===== src/rtl/luh_pkg.sv =====
package luh_pkg;

    localparam int REG_W_DEF = 5;
    localparam int N_SRC     = 2;

    typedef enum logic [1:0] {
        CK_ALU    = 2'd0,
        CK_LOAD   = 2'd1,
        CK_STORE  = 2'd2,
        CK_BRANCH = 2'd3
    } cons_kind_e;

    typedef enum logic [1:0] {
        PK_NONE  = 2'd0,
        PK_EARLY = 2'd1,
        PK_LOAD  = 2'd2,
        PK_SC    = 2'd3
    } prod_kind_e;

    localparam int STORE_DATA_IDX = 1;

    // Operand consumed in stage 3 (store data) rather than stage 2
    function automatic logic use_is_late(cons_kind_e k, int idx);
        return (k == CK_STORE) && (idx == STORE_DATA_IDX);
    endfunction

    // Producer whose value is only ready in stage 3
    function automatic logic result_is_late(prod_kind_e k);
        return (k == PK_LOAD) || (k == PK_SC);
    endfunction

endpackage


===== src/rtl/luh_use_class.sv =====
module luh_use_class
    import luh_pkg::*;
(
    input  cons_kind_e             kind,
    output logic [N_SRC-1:0]       early_use
);
    for (genvar i = 0; i < N_SRC; i++) begin : g_op
        assign early_use[i] = !use_is_late(kind, i);
    end
endmodule


===== src/rtl/luh_src_cmp.sv =====
module luh_src_cmp #(
    parameter int REG_W = 5
) (
    input  logic [REG_W-1:0] src,
    input  logic             ren,
    input  logic             early_use,
    input  logic [REG_W-1:0] dst,
    input  logic             dst_late,
    output logic             hit
);
    logic src_nz;
    assign src_nz = |src;
    assign hit    = ren && early_use && dst_late && src_nz && (src == dst);
endmodule


===== src/rtl/luh_stall_ctl.sv =====
module luh_stall_ctl
    import luh_pkg::*;
(
    input  logic             clk,
    input  logic             rst,
    input  logic [N_SRC-1:0] hits,
    input  logic             flush,
    output logic             stall,
    output logic             bubble_q
);
    assign stall = (|hits) && !flush;

    always_ff @(posedge clk) begin
        if (rst) bubble_q <= 1'b0;
        else     bubble_q <= stall;
    end
endmodule


===== src/rtl/load_use_interlock.sv =====
module load_use_interlock
    import luh_pkg::*;
#(
    parameter int REG_W = REG_W_DEF
) (
    input  logic             clk,
    input  logic             rst,
    input  logic             s2_valid,
    input  logic [1:0]       s2_kind,
    input  logic [REG_W-1:0] s2_rs1,
    input  logic             s2_rs1_ren,
    input  logic [REG_W-1:0] s2_rs2,
    input  logic             s2_rs2_ren,
    input  logic             s3_valid,
    input  logic [1:0]       s3_kind,
    input  logic [REG_W-1:0] s3_rd,
    input  logic             flush,
    output logic             stall_s2,
    output logic             bubble_s3,
    output logic [1:0]       hazard_src
);
    logic [REG_W-1:0] src_idx [N_SRC];
    logic [N_SRC-1:0] src_ren;
    logic [N_SRC-1:0] early_use;
    logic [N_SRC-1:0] hits;
    logic             dst_late;
    logic             dst_nz;

    assign src_idx[0] = s2_rs1;
    assign src_idx[1] = s2_rs2;
    assign src_ren    = {s2_rs2_ren, s2_rs1_ren} & {N_SRC{s2_valid}};
    assign dst_nz     = |s3_rd;
    assign dst_late   = s3_valid && dst_nz && result_is_late(prod_kind_e'(s3_kind));

    luh_use_class u_class (
        .kind      (cons_kind_e'(s2_kind)),
        .early_use (early_use)
    );

    for (genvar i = 0; i < N_SRC; i++) begin : g_cmp
        luh_src_cmp #(.REG_W(REG_W)) u_cmp (
            .src       (src_idx[i]),
            .ren       (src_ren[i]),
            .early_use (early_use[i]),
            .dst       (s3_rd),
            .dst_late  (dst_late),
            .hit       (hits[i])
        );
    end

    luh_stall_ctl u_ctl (
        .clk      (clk),
        .rst      (rst),
        .hits     (hits),
        .flush    (flush),
        .stall    (stall_s2),
        .bubble_q (bubble_s3)
    );

    assign hazard_src = hits;
endmodule


===== config.mk =====
export PLATFORM = sky130hd
export DESIGN_NAME = load_use_interlock
export DESIGN_NICKNAME = d
export VERILOG_FILES = /design/src/rtl/luh_pkg.sv /design/src/rtl/luh_use_class.sv /design/src/rtl/luh_src_cmp.sv /design/src/rtl/luh_stall_ctl.sv /design/src/rtl/load_use_interlock.sv
export SDC_FILE = /design/constraint.sdc
export NUM_CORES = 1
export LEC_CHECK = 0
export BUFFER_PORTS_ARGS = -buffer_cell sky130_fd_sc_hd__buf_2
export CORE_AREA = 2 2 39 41
export DETAILED_ROUTE_END_ITERATION = 12
export DIE_AREA = 0 0 41 43
export SYNTH_ARGS = -nofsm -noshare
export SYNTH_HDL_FRONTEND = slang
export SYNTH_SLANG_ARGS = --single-unit

===== constraint.sdc =====
create_clock -name clk -period 1.8 [get_ports clk]
set_input_delay 0.27 -clock clk [delete_from_list [all_inputs] [get_ports clk]]
set_output_delay 0.27 -clock clk [all_outputs]
set_load 0.05 [all_outputs]

==> results list <==
- Outcome: finished clean
- Post-layout instance area: ~420 µm²
* Initial core utilization: between 10% and 20%
- Die X-Extent: around 41 µm
- Slowest cell on crit path: sky130_fd_sc_hd__or4_4
* Crit-path leading delay family: simple AND/OR/NAND/NOR gates
- After legalization and detailed placement, the total HPWL measured between 600 and 700 µm.
* Setup repair after global routing missed its margin: no
* Combined buffer and inverter count along the critical path: 2
- Total inserted antenna cells: 0
- Leak: 0.200 nW
- Register bit count reported by yosys: 1
* Combinational group share of total power: roughly 76%
- The final layout contains 86 nets.
* CP cell instances: buf_2 -> or4_4 -> o2111ai_4 -> nor2_1 -> clkbuf_4
- The worst setup path is captured at a primary output.
* Area of the die: 0.00176 mm²
- Along the worst path, the maximum fanout reaches 4.
* Via density per instance: 4.41
- The detailed router placed 326 vias in this run.
* Initial antenna violation count: 0
- After the first detailed-routing iteration, the DRC count stood at 6.
- Final setup fails: 0
- Worst endpoint required time: about 1.5 ns
- Of the total power, the share spent switching nets is about 37%.
- Design internal power: around 0.06 mW
* Area added between synthesis and finish: 72.1%
- Final worst hold slack: approximately 0.45 ns
- For this design the total switching power over the nets is ~0.035 mW.
- Post-Syn Area per Cell: slightly below 8 µm²
- Largest net degree at the start of global routing: 5
- Largest register by flop count: u_ctl.bubble_q
* Top library cells by usage in the layout, fill and taps aside: sky130_fd_sc_hd__buf_2, sky130_fd_sc_hd__xor2_1
- Leading cell type in the layout, fill and taps excluded: sky130_fd_sc_hd__buf_2
- The flip-flop count of the largest register, all copies and words added was 1.
- Hold Fails Final Rpt: 0
- Across the VDD grid, the largest voltage drop is around 0.000061 V.
- During synthesis, Yosys emitted a total of 0 warnings.
- At the end of routability-driven placement, the weighted congestion stood at about 0.69.
* Delay of the slowest cell on the worst path: between 0.5 and 0.6 ns
- Measured along the y axis, the die boundary spans roughly 43 µm.
* Regs by FF count: u_ctl.bubble_q x1
- Number of global-route vias before repair: 278
- Final Routed Wirelength: between 700 and 800 µm
- Startpoint Class: input pin
- The cell count after synthesis came out at 31.
* Count of input and output buffers: 28
- Final critical path time including I/O delays and setup: between 1.5 and 2 ns
* Synth Net Count: 57
- For this run the aggregate overflow at the end of global routing stands at 0.
- In the final routed layout, each cell accounts on average for 9.53 µm.
- The tightest min-delay check is of the input pin to flip-flop type.
- FMAX: between 500 and 600 MHz
* Slew at the pin closest to its max-slew limit: between 0.3 and 0.4 ns
- Global routing used under 10% of the available tracks.
* Clock power frac: 0%
- Layout cells sized above 1: 62.1%
* First-pass GRT wire length: roughly 1.1 mm
- The number of different library cells used by synthesis comes to 20.
- Area inside the core boundary: 0.00138 mm²
* Ports placed on the boundary: 30
- Cell Pwr Density: 221 mW/mm²
- Data on the critical path arrives at its endpoint at 1.49 ns.
* Setup tns final: 0 ns
- The share of total power dissipated in sequential elements is 24.2%.
- Residual DRC: 0
- The floorplan has 14 rows.
* MaxCap Viol Count: 0
* Max-slew headroom: about three quarters
- Detail Route Antenna Nets: 0
- The mapped netlist covers approximately 250 µm².
- CTS clk-pin slew, worst paths: 0 ns
- The critical path in this run is classified as input pin to primary output.
* Share of synthesized area occupied by flip-flops and latches: about 8%
- Final worst-path cycle share: a little over nine tenths
* Cell Area, Placed: between 400 and 500 µm²
* DRT Pass-1 Iters: 4
* Pins Over Slew Limit: 0
-- per-layer routing --
metal	GRT usage, %	vias to the layer above	wire length, µm
met5	0	-	0
met4	0	0	0
met3	0.524	0	74
met2	14.4	16	353
met1	10.4	143	277
li1	-	167	-
-- timing repair --
action / 4_1_cts / 5_1_grt
setup endpoints to repair: 0 / 3
hold buffers: 0 / 0
buffers inserted: 0 / 0
resized for setup: 0 / 5
-- path summary, 6_finish.rpt --
path / depth (start not counted) / end / start / slack [ns]
worst min-delay path: 2 / u_ctl.bubble_q / rst / 0.45
worst max-delay path: 5 / hazard_src[1] / s3_rd[1] / 0.04
-- through the flow --
step	cells	power, mW	setup slack [ns]	utilization [%]
floorplan	31	0.0505	0.0196	-
detailed placement	74	0.0912	0.0257	29.2
global placement	74	0.0896	0.0307	29.2
finish	74	0.0937	0.0412	30.7
global route	74	0.101	0.00525	30.7
CTS	74	0.0915	0.0237	29.2
-- power by group through the flow --
stage | sequential, mW | clock [mW] | combinational (mW)
2_1_floorplan | 0.0228 | 0 | 0.0277
3_3_place_gp | 0.0227 | 0 | 0.0670
3_5_place_dp | 0.0227 | 0 | 0.0686
4_1_cts | 0.0227 | 0 | 0.0689
5_1_grt | 0.0227 | 0 | 0.0788
6_report | 0.0226 | 0 | 0.0710
-- logic make-up (layout without fill, tap and decap cells) --
| kind of cell | count (synthesis) | in the layout | share of synthesized area (%) |
|---|---|---|---|
| AOI/OAI and AO/OA | 6 | 6 | 22.8 |
| xor gates and xnor gates | 8 | 8 | 28.4 |
| buffers and inverters | 3 | 30 | 7.61 |
| DFF | 1 | 1 | 8.12 |
| and+or+nand+nor | 13 | 13 | 33.0 |
-- synth_stat cells --
cell type | instances | area [µm²]
sky130_fd_sc_hd__xnor2_1 | 1 | 8.76
sky130_fd_sc_hd__a21oi_1 | 1 | 5.00
sky130_fd_sc_hd__nor2_1 | 2 | 7.51
sky130_fd_sc_hd__dfxtp_1 | 1 | 20.0
sky130_fd_sc_hd__a2111oi_2 | 1 | 15.0
sky130_fd_sc_hd__o21ai_2 | 1 | 8.76
sky130_fd_sc_hd__o2111ai_2 | 1 | 15.0
sky130_fd_sc_hd__nand4_1 | 1 | 6.26
sky130_fd_sc_hd__nor4_1 | 2 | 12.5
sky130_fd_sc_hd__a211oi_1 | 1 | 7.51
sky130_fd_sc_hd__xor2_1 | 7 | 61.3
sky130_fd_sc_hd__nand4_2 | 1 | 12.5
sky130_fd_sc_hd__o21ai_1 | 1 | 5.00
sky130_fd_sc_hd__nor3_1 | 1 | 5.00
sky130_fd_sc_hd__or4_1 | 1 | 7.51
sky130_fd_sc_hd__buf_4 | 2 | 15.0
sky130_fd_sc_hd__inv_1 | 1 | 3.75
sky130_fd_sc_hd__or2_1 | 2 | 12.5
sky130_fd_sc_hd__nor3_2 | 1 | 10.0
sky130_fd_sc_hd__nand2_1 | 2 | 7.51
-- layout make-up --
type                    count  area, µm²
fillers                   157        960
inverters                   1       3.75
multi-input cells          27        228
flip-flops and latches      1       20.0
well taps                  16       20.0
repair buffers             29        153
No activity file was read; power rests on OpenSTA's default activity.
